File: config.mk
export PLATFORM = sky130hd
export DESIGN_NAME = cpu_irq_port
export DESIGN_NICKNAME = d
export VERILOG_FILES = /design/src/rtl/cpu_irq_pkg.sv /design/src/rtl/cpu_irq_pick.sv /design/src/rtl/cpu_irq_cfg.sv /design/src/rtl/cpu_irq_port.sv
export SDC_FILE = /design/constraint.sdc
export NUM_CORES = 1
export LEC_CHECK = 0
export ABC_AREA = 1
export ABC_CLOCK_PERIOD_IN_PS = 11400
export BUFFER_PORTS_ARGS = -buffer_cell sky130_fd_sc_hd__buf_2
export CAP_MARGIN = 20
export CORE_ASPECT_RATIO = 1.25
export CORE_MARGIN = 3
export CORE_UTILIZATION = 28
export DETAILED_ROUTE_END_ITERATION = 8
export HOLD_SLACK_MARGIN = 0.05
export MAX_ROUTING_LAYER = met4
export PLACE_DENSITY = 0.48
export REMOVE_ABC_BUFFERS = 1
export SYNTH_ARGS = -nofsm -noshare
export SYNTH_HDL_FRONTEND = slang
export SYNTH_SLANG_ARGS = --single-unit
File: constraint.sdc
create_clock -name clk -period 11.4 [get_ports clk]
set_input_delay 0 -clock clk [delete_from_list [all_inputs] [get_ports clk]]
set_output_delay 0 -clock clk [all_outputs]
set_load 0.03 [all_outputs]
File: src/rtl/cpu_irq_pkg.sv
package cpu_irq_pkg;
  localparam int PRIO_W = 4;

  // Strict qualification against task priority and the active in-service priority
  function automatic logic beats(input logic [PRIO_W-1:0] p,
                                 input logic [PRIO_W-1:0] tpr,
                                 input logic              is_v,
                                 input logic [PRIO_W-1:0] is_p);
    return (p > tpr) && (!is_v || (p > is_p));
  endfunction
endpackage

File: src/rtl/cpu_irq_pick.sv
module cpu_irq_pick
  import cpu_irq_pkg::*;
#(
  parameter int NSRC = 8,
  localparam int IDX_W = $clog2(NSRC)
) (
  input  logic [NSRC-1:0]        mask_i,
  input  logic [NSRC*PRIO_W-1:0] prio_i,
  output logic                   found_o,
  output logic [IDX_W-1:0]       idx_o
);
  always_comb begin
    logic              f;
    logic [IDX_W-1:0]  bi;
    logic [PRIO_W-1:0] bp;
    f  = 1'b0;
    bi = '0;
    bp = '0;
    // strict compare keeps the lower index on equal priority
    for (int i = 0; i < NSRC; i++) begin
      if (mask_i[i] && (!f || (prio_i[i*PRIO_W +: PRIO_W] > bp))) begin
        f  = 1'b1;
        bi = IDX_W'(i);
        bp = prio_i[i*PRIO_W +: PRIO_W];
      end
    end
    found_o = f;
    idx_o   = bi;
  end
endmodule

File: src/rtl/cpu_irq_cfg.sv
module cpu_irq_cfg
  import cpu_irq_pkg::*;
#(
  parameter int VEC_W = 8
) (
  input  logic              clk,
  input  logic              rst_n,
  input  logic              tpr_wr_i,
  input  logic [PRIO_W-1:0] tpr_wdata_i,
  input  logic              spur_wr_i,
  input  logic [VEC_W-1:0]  spur_wdata_i,
  output logic [PRIO_W-1:0] tpr_o,
  output logic [VEC_W-1:0]  spur_o
);
  always_ff @(posedge clk or negedge rst_n) begin
    if (!rst_n) begin
      tpr_o  <= '1;
      spur_o <= '1;
    end else begin
      if (tpr_wr_i)  tpr_o  <= tpr_wdata_i;
      if (spur_wr_i) spur_o <= spur_wdata_i;
    end
  end
endmodule

File: src/rtl/cpu_irq_port.sv
module cpu_irq_port
  import cpu_irq_pkg::*;
#(
  parameter int NSRC  = 8,
  parameter int VEC_W = 8,
  localparam int IDX_W = $clog2(NSRC)
) (
  input  logic                   clk,
  input  logic                   rst_n,
  input  logic [NSRC-1:0]        src_pend_i,
  input  logic [NSRC-1:0]        src_level_i,
  input  logic [NSRC-1:0]        src_mcast_i,
  input  logic [NSRC*PRIO_W-1:0] src_prio_i,
  input  logic [NSRC*VEC_W-1:0]  src_vec_i,
  input  logic                   raise_i,
  input  logic [IDX_W-1:0]       raise_idx_i,
  input  logic                   ack_rd_i,
  input  logic                   eoi_wr_i,
  input  logic                   tpr_wr_i,
  input  logic [PRIO_W-1:0]      tpr_wdata_i,
  input  logic                   spur_wr_i,
  input  logic [VEC_W-1:0]       spur_wdata_i,
  output logic                   irq_o,
  output logic                   ack_valid_o,
  output logic [VEC_W-1:0]       ack_data_o,
  output logic [NSRC-1:0]        insvc_o,
  output logic                   clr_valid_o,
  output logic [IDX_W-1:0]       clr_idx_o,
  output logic                   clr_all_o,
  output logic [PRIO_W-1:0]      tpr_o,
  output logic [VEC_W-1:0]       spur_o
);
  function automatic logic [PRIO_W-1:0] prio_at(input logic [IDX_W-1:0] idx);
    return src_prio_i[idx*PRIO_W +: PRIO_W];
  endfunction

  function automatic logic [NSRC-1:0] bit_of(input logic [IDX_W-1:0] idx);
    return NSRC'(1) << idx;
  endfunction

  logic             cur_v_q,  cand_v_q;
  logic [IDX_W-1:0] cur_idx_q, cand_idx_q;

  cpu_irq_cfg #(.VEC_W(VEC_W)) u_cfg (
    .clk(clk), .rst_n(rst_n),
    .tpr_wr_i(tpr_wr_i), .tpr_wdata_i(tpr_wdata_i),
    .spur_wr_i(spur_wr_i), .spur_wdata_i(spur_wdata_i),
    .tpr_o(tpr_o), .spur_o(spur_o)
  );

  // best pending source for this processor
  logic             pend_found;
  logic [IDX_W-1:0] pend_idx;
  cpu_irq_pick #(.NSRC(NSRC)) u_pick_pend (
    .mask_i(src_pend_i), .prio_i(src_prio_i),
    .found_o(pend_found), .idx_o(pend_idx)
  );

  // best in-service source left once the current one completes
  logic [NSRC-1:0]  insvc_rem;
  logic             rem_found;
  logic [IDX_W-1:0] rem_idx;
  assign insvc_rem = insvc_o & ~bit_of(cur_idx_q);
  cpu_irq_pick #(.NSRC(NSRC)) u_pick_rem (
    .mask_i(insvc_rem), .prio_i(src_prio_i),
    .found_o(rem_found), .idx_o(rem_idx)
  );

  // named events, also watched by the checker
  logic             cand_ok, best_ok, deliver_w, eoi_w, resume_ok;
  logic [IDX_W-1:0] win_idx;
  assign cand_ok   = cand_v_q && src_pend_i[cand_idx_q]
                     && beats(prio_at(cand_idx_q), tpr_o, cur_v_q, prio_at(cur_idx_q));
  assign best_ok   = pend_found
                     && beats(prio_at(pend_idx), tpr_o, cur_v_q, prio_at(cur_idx_q));
  assign win_idx   = cand_ok ? cand_idx_q : pend_idx;
  assign deliver_w = ack_rd_i && (cand_ok || best_ok);
  assign eoi_w     = eoi_wr_i && !ack_rd_i && cur_v_q;
  assign resume_ok = pend_found
                     && beats(prio_at(pend_idx), tpr_o, rem_found, prio_at(rem_idx));

  always_ff @(posedge clk or negedge rst_n) begin
    if (!rst_n) begin
      insvc_o     <= '0;
      cur_v_q     <= 1'b0;
      cur_idx_q   <= '0;
      cand_v_q    <= 1'b0;
      cand_idx_q  <= '0;
      irq_o       <= 1'b0;
      ack_valid_o <= 1'b0;
      ack_data_o  <= '0;
      clr_valid_o <= 1'b0;
      clr_idx_o   <= '0;
      clr_all_o   <= 1'b0;
    end else begin
      ack_valid_o <= ack_rd_i;
      clr_valid_o <= 1'b0;
      if (ack_rd_i) begin
        cand_v_q <= 1'b0;
        if (deliver_w) begin
          insvc_o     <= insvc_o | bit_of(win_idx);
          cur_v_q     <= 1'b1;
          cur_idx_q   <= win_idx;
          irq_o       <= 1'b0;
          ack_data_o  <= src_vec_i[win_idx*VEC_W +: VEC_W];
          clr_valid_o <= !src_level_i[win_idx];
          clr_idx_o   <= win_idx;
          clr_all_o   <= !src_mcast_i[win_idx];
        end else begin
          ack_data_o  <= spur_o;
        end
      end else if (eoi_w) begin
        insvc_o   <= insvc_rem;
        cur_v_q   <= rem_found;
        cur_idx_q <= rem_idx;
        cand_v_q  <= resume_ok;
        if (resume_ok) begin
          cand_idx_q <= pend_idx;
          irq_o      <= 1'b1;
        end
      end else if (raise_i) begin
        cand_v_q   <= 1'b1;
        cand_idx_q <= raise_idx_i;
        irq_o      <= 1'b1;
      end
    end
  end
endmodule

==> flow_summary.ini, run 1 <==
[worst_setup_path]
r2r-start = cur_idx_q[0]$_DFFE_PN0P_
rrSetupSlack_ns = 0.92
cpPeakStageDelay_ns = 0.40
crit_top_cell = nand2_1
worst_r2r_endpoint = cand_idx_q[2]$_DFFE_PN0P_
cp_max_fo = 9
end_kind = register
reg2regPathDepth = 82
start_kind = register
startpoint = cur_idx_q[0]$_DFFE_PN0P_
worst_ep_arrival_time_ns = 10.65
crit_type = reg -> reg
slowest_stage = dfrtp_1
cp.required_ns = 11.57

[worst_hold_path]
min_path_type = in -> reg
hold_path_depth = 5
worstHoldStart = raise_idx_i[2]
hold_path_end = cand_idx_q[2]$_DFFE_PN0P_

[cts]
clk_pin_slew_ns = 0.07
clk_latency_ns = 0.29
htreeDepth = 2
numCtsBuffers = 5
cts_tree = yes
clock_sinks = 43
cts_buffer_depth = 2
clock-root-buffer = clkbuf_16

[final_layout]
register_area_um2 = 1092
final_common_cell = nand2_1
final_nets = 1534
multi_input_area_um2 = 5029
antenna_cells = 0
final_cell_mix = nand2_1, buf_2, nand3_1
drive_above_1_share_pct = 24.98
synthToLayoutAreaGrowth_pct = 31.09
fillers = 2567

[yosys]
synthMuxAreaShare_pct = 1.548
async_flop_share_pct = 100.0
ys_ff_latch = 43
synth_fa_ha_area_share_pct = 14.52
synthCells = 1089
synth_ff_type = dfrtp_1
syn_avg_cell_area_um2 = 6.012
synth_cell_types = 46
yosysWarnings = 0
synth.cell_area_um2 = 6548
synth_top_family_by_area = simple AND/OR/NAND/NOR gates
synthXorXnorAreaFrac_pct = 0
synth_edf_count = 0
synth_seq_area_share_pct = 16.66
synth-simple-area-share_pct = 38.07
synth_compound_area_share_pct = 20.33

[global_route]
grt_max_degree = 44
grtUsageTotal_pct = 22.45
grt_pass1_wl_mm = 43.63
antenna_found_initial = 0
grt_pass1_vias = 7927
gr-total-overflow = 0

[floorplan]
die_w_um = 142.8
fp.coreArea_um2 = 22590
io-pin-count = 177
fp-row-count = 61
die-area_um2 = 25270
die_h_um = 177.0
start_util_pct = 28.98

[route]
wl_per_cell_um = 17.44
num_vias = 8090
first_pass_iters = 6
via_per_inst = 5.056
routed_wl_mm = 27.91
drt_iter0_drc = 447
ant_nets = 0
drc = 0

[timing]
setup_viol = 0
hold_slack_ns = 0.07636
slew_violations = 0
timing.fmax_mhz = 95.43
finalHoldViolations = 0
fin_crit_sh_pct = 91.92
final.min_clock_period_ns = 10.48
relSlewSlack_pct = 33.56
skew_ns = 0.007249
worstMarginPinSlew_ns = 0.9965

[power_and_ir_drop]
internal-power_w = 0.001271
power-per-cell-area_nw_per_um2 = 350.3
ir_drop_mv = 0.1385
switching_share_pct = 57.75
pwr-share-clk_pct = 5.5
total_power_w = 0.003007
combPwrFrac_pct = 85.4
p_leak_nw = 4.731
switchingPower_w = 0.001736
p_seq_share_pct = 9.1

[placement]
place_hpwl_mm = 22.98
routabilityCongestion = 0.9401
io_buffers = 176

[run_status]
status = completed

[job]
drv_cap = 0
-- flip-flops by register name, summed over array words and instances (netlist names) --
register and cells:
clr_valid_o 1, cur_v_q 1, clr_all_o 1, insvc_o 8
u_cfg.tpr_o 4, u_cfg.spur_o 8, cand_v_q 1, irq_o 1
ack_valid_o 1, cur_idx_q 3, ack_data_o 8, clr_idx_o 3
cand_idx_q 3
-- cell type report --
type	instances	share of cell area [%]
Inverter	111	4.869
Tap cell	283	4.125
Clock inverter	3	0.5102
Multi-Input combinational cell	905	58.59
Clock buffer	5	1.458
Timing Repair Buffer	250	17.73
Sequential cell	43	12.73
-- repair_timing --
| item | CTS | global route |
|---|---|---|
| setup endpoints to repair | 5 | 30 |
| resized for setup | 2 | 46 |
| hold endpoints to repair | 46 | 0 |
| hold buffers | 24 | 0 |
| buffers inserted | 0 | 13 |
| gates cloned | 0 | 2 |
| pin swaps | 0 | 11 |
-- power by group through the flow --
stage / Combinational, W / Sequential, W / Clock, W
2_1_floorplan: 0.00159 / 0.000329 / 0
3_3_place_gp: 0.00245 / 0.000275 / 0
3_5_place_dp: 0.00244 / 0.000273 / 0
4_1_cts: 0.00247 / 0.000274 / 0.000171
5_1_grt: 0.00293 / 0.000282 / 0.000176
6_report: 0.00257 / 0.000274 / 0.000165
-- logic make-up after synthesis --
group,count (synthesis)
compound gates,235
fa+ha+maj,76
buf+inv,143
flops,43
mux,9
simple gates,583
-- worst max-delay path: cells and delay by family (launching register included) --
family | cells | cell delay (ns)
flops | 1 | 0.40
buf+inv | 7 | 0.62
compound gates | 24 | 3.00
simple gates | 43 | 4.12
fa+ha+maj | 8 | 2.24
-- through the flow --
stage          util [%]  setup slack, ns  std cells  setup TNS (ns)  cell area, um2
2_1_floorplan         -            1.921       1057               0            6385
5_1_grt           37.99        -0.004841       1600       -0.004841            8583
6_report          37.99           0.9208       1600               0            8583
3_5_place_dp      34.97          -0.1321       1553         -0.3705            7901
4_1_cts           36.83          0.05408       1585               0            8320
3_3_place_gp      34.97          -0.1876       1553         -0.6111            7901
-- cell usage after synthesis, types with 3 or more instances --
cell         n  share of area, %
o22ai_1      8              0.76
dfrtp_1     31                12
inv_2       13              0.75
nand4_1      6              0.57
mux2_2       9               1.5
nand2_4      4              0.69
nand2_1    397                23
o21ai_0     84               6.4
buf_2       13              0.99
ha_1        76                15
a21oi_1     65               5.0
o21ai_1     28               2.1
nand3_1    103               7.9
inv_1       96               5.5
a221oi_1     5              0.67
clkbuf_1    15              0.86
nor2_2       4              0.38
o211ai_1     6              0.69
nand2_2      9              0.86
o2111ai_1    3              0.40
o21ai_2      6              0.80
o21bai_1     3              0.34
nor2_1      40               2.3
a22oi_1     15               1.7
a31oi_1      3              0.29
and2_1       8              0.76
dfstp_2     12               4.8
nand3b_1     4              0.46
-- per-layer routing --
metal	vias to the layer above	global-route usage [%]	routed length (um)
li1	4116	-	-
met1	3654	27.21	11720
met2	279	39.07	13830
met3	41	2.730	1545
met4	0	6.339	809
met5	-	-	0
-- worst max-delay path by stage --
stage	endpoint	slack [ns]	cells after the start
finish	cand_idx_q[2]$_DFFE_PN0P_	0.92	82
global placement	cand_idx_q[0]$_DFFE_PN0P_	-0.19	81
floorplan	cand_idx_q[0]$_DFFE_PN0P_	1.92	79
CTS	cand_idx_q[0]$_DFFE_PN0P_	0.05	82
detailed placement	cand_idx_q[0]$_DFFE_PN0P_	-0.13	82
global route	cand_idx_q[2]$_DFFE_PN0P_	-0.005	85
(Power assumes the default switching activity.)
==> run 2, diff against run 1 <==
Settings changed: ABC_AREA 1 to default.
==> run 2 against run 1 <==
  * Via count is 5.7% lower
  * The flow now finishes with violations (setup timing)
  * Maximum frequency fell by 14%
  * Cell count shrank 12%
  * Routed wire length fell by 0.68%
  * Critical path depth decreased by 12
  * Count of clock-buffer cells in the layout is the same
  * Setup slack got worse by 1.6 ns
  * Core utilization grew 5.8 points
  * Synthesized cell count decreased by 29%
  * Clock power is essentially flat
  * Die area decreased by 1.3%
  * Sequential share of layout area decreased by 1.6 points
==> flow_summary.ini, run 2 <==
[run_status]
status = finished, violations left
violations = setup timing

[final_layout]
antenna_cells = 0
final_common_cell = buf_2
final_cell_mix = buf_2, buf_4, nand2_1
multi_input_area_um2 = 5477
register_area_um2 = 1091
instances_no_fill = 1407
fillers = 2277
synthToLayoutAreaGrowth_pct = 52.05
top_regs = ack_data_o: 8 flops, insvc_o: 8 flops, u_cfg.spur_o: 8 flops
fin_util_pct = 43.75
drive_above_1_share_pct = 45.37
final_nets = 1341

[global_route]
gr-total-overflow = 0
grt_pass1_vias = 7824
grt_max_degree = 44
grtUsageTotal_pct = 22.39
grt_pass1_wl_mm = 43.17
antenna_found_initial = 0

[route]
via_per_inst = 5.423
ant_nets = 0
routed_wl_mm = 27.72
num_vias = 7630
drt_iter0_drc = 450
drc = 0
first_pass_iters = 5
wl_per_cell_um = 19.70

[worst_setup_path]
start_kind = register
worst_ep_arrival_time_ns = 12.29
cp.required_ns = 11.57
rrSetupSlack_ns = -0.72
crit_buf_inv = 2
r2r-start = cur_idx_q[1]$_DFFE_PN0P_
cp_top_family = compound AO/OA/AOI/OAI gates
reg2regPathDepth = 70
crit_top_cell = o21a_1
worst_r2r_endpoint = cand_idx_q[2]$_DFFE_PN0P_
crit_type = reg -> reg
cp_max_fo = 4
end_kind = register
cpPeakStageDelay_ns = 0.37
slowest_stage = dfrtp_1

[timing]
setup_slack_ns = -0.7171
relSlewSlack_pct = 34.14
slew_violations = 0
timing.fmax_mhz = 82.53
rsz0062_at_grt = true
setup_viol = 5
fin_crit_sh_pct = 106.3
skew_ns = 0.001477
worstMarginPinSlew_ns = 0.9775
final.min_clock_period_ns = 12.12
finalHoldViolations = 0

[floorplan]
die_w_um = 141.8
fp-row-count = 61
die_h_um = 175.8
io-pin-count = 177
start_util_pct = 28.77
fp.coreArea_um2 = 22440
die-area_um2 = 24930

[placement]
dp_cells = 1339
place_hpwl_mm = 22.39
routabilityCongestion = 0.9571
io_buffers = 176

[power_and_ir_drop]
p_leak_nw = 4.655
power-per-cell-area_nw_per_um2 = 306.0
ir_drop_mv = 0.1207

[yosys]
synth_area_leader_cell = ha_1
async_flop_share_pct = 100.0
synth_fa_ha_area_share_pct = 14.73
synth.cell_area_um2 = 6456
synthXorXnorAreaFrac_pct = 0
ys_ff_latch = 43
synth_cell_types = 65
yosysWarnings = 0
synthMuxAreaShare_pct = 20.43
netlist_top_cells_count = ha_1, nand2_1, a21oi_1, o21ai_0, mux2i_1
synth_top_family_by_area = compound AO/OA/AOI/OAI gates
synth_seq_area_share_pct = 16.90
synth_compound_area_share_pct = 26.65
yosysMostFrequentCell = ha_1
syn_avg_cell_area_um2 = 8.407
synth_area_leaders = ha_1, dfrtp_1, mux2_2
synth_ff_type = dfrtp_1
synthCells = 768
synth_edf_count = 0
synth.top_cell.area_share_pct = 14.73
synth-simple-area-share_pct = 16.59

[cts]
clock_sinks = 43
numCtsBuffers = 5
clk_pin_slew_ns = 0.06
clock-root-buffer = clkbuf_16
clk_latency_ns = 0.28
htreeDepth = 2
cts_tree = yes
cts_buffer_depth = 2

[job]
drv_cap = 0

[worst_hold_path]
min_path_type = in -> async
run 2: cell count changes after synthesis, sizes merged, moves of 14 or more:
cell / delta
nand2: -338
nand3: -85
o21ai: -73
inv: -71
mux2i: +44
mux2: +33
o211ai: +24
a211oi: +20
a21o: +18
mux4: +18
nor2: -18
nor2b: +18
o21a: +17
and3: +14
run 2: repair_timing:
action,CTS,global route
hold endpoints to repair,51,0
pin swaps,14,28
hold buffers,33,0
setup endpoints to repair,26,30
setup buffers,13,14
gates resized for setup,41,56
run 2: kinds of logic after synthesis:
| family | after synthesis |
|---|---|
| AOI/OAI and AO/OA | 255 |
| adders and majority gates | 76 |
| buffers and inverters | 76 |
| DFF | 43 |
| muxes | 104 |
| and+or+nand+nor | 214 |
run 2: area by class of cell:
cell class | instances | share of cell area [%]
clock buffers | 5 | 1.275
clock inverters | 3 | 0.4461
inverters | 38 | 1.453
multi-input cells | 649 | 55.79
flip-flops and latches | 43 | 11.11
well taps | 283 | 3.607
repair buffers | 386 | 26.32
run 2: routing by layer:
metal	part of all wire (%)	vias to the layer above	global-route usage, %
met2	49	284	38.19
li1	-	3664	-
met1	41	3609	27.11
met4	4.8	0	9.640
met5	0	-	-
met3	4.9	73	1.661
run 2: metrics by stage:
stage	instance area (um2)	TNS [ns]	power [W]	hold slack, ns	setup slack (ns)
6_report	9817	-3.040	0.003004	0.05520	-0.7171
5_1_grt	9817	-24.77	0.003288	0.06570	-1.311
4_1_cts	9402	-2.094	0.002804	0.05467	-0.5253
3_5_place_dp	8680	-14.75	0.002491	0.2252	-1.263
3_3_place_gp	8680	-11.25	0.002486	0.2155	-0.8413
2_1_floorplan	6295	-9.146	0.001616	-0.2956	-1.967
run 2: worst max-delay path by stage:
| stage | startpoint | end | slack, ns | cells past startpoint |
|---|---|---|---|---|
| 3_5_place_dp | cur_idx_q[2]$_DFFE_PN0P_ | cand_idx_q[1]$_DFFE_PN0P_ | -1.26 | 68 |
| 5_1_grt | cur_idx_q[1]$_DFFE_PN0P_ | cand_idx_q[1]$_DFFE_PN0P_ | -1.31 | 72 |
| 2_1_floorplan | cur_idx_q[0]$_DFFE_PN0P_ | cand_idx_q[0]$_DFFE_PN0P_ | -1.97 | 69 |
| 3_3_place_gp | cur_idx_q[2]$_DFFE_PN0P_ | cand_idx_q[0]$_DFFE_PN0P_ | -0.84 | 68 |
| 4_1_cts | cur_idx_q[1]$_DFFE_PN0P_ | cand_idx_q[1]$_DFFE_PN0P_ | -0.53 | 67 |
| 6_report | cur_idx_q[1]$_DFFE_PN0P_ | cand_idx_q[2]$_DFFE_PN0P_ | -0.72 | 70 |
run 2: where the power goes:
part           internal [W]  switching (W)
logic               0.00127        0.00129
clock network      0.000103      0.0000627
registers          0.000210      0.0000625
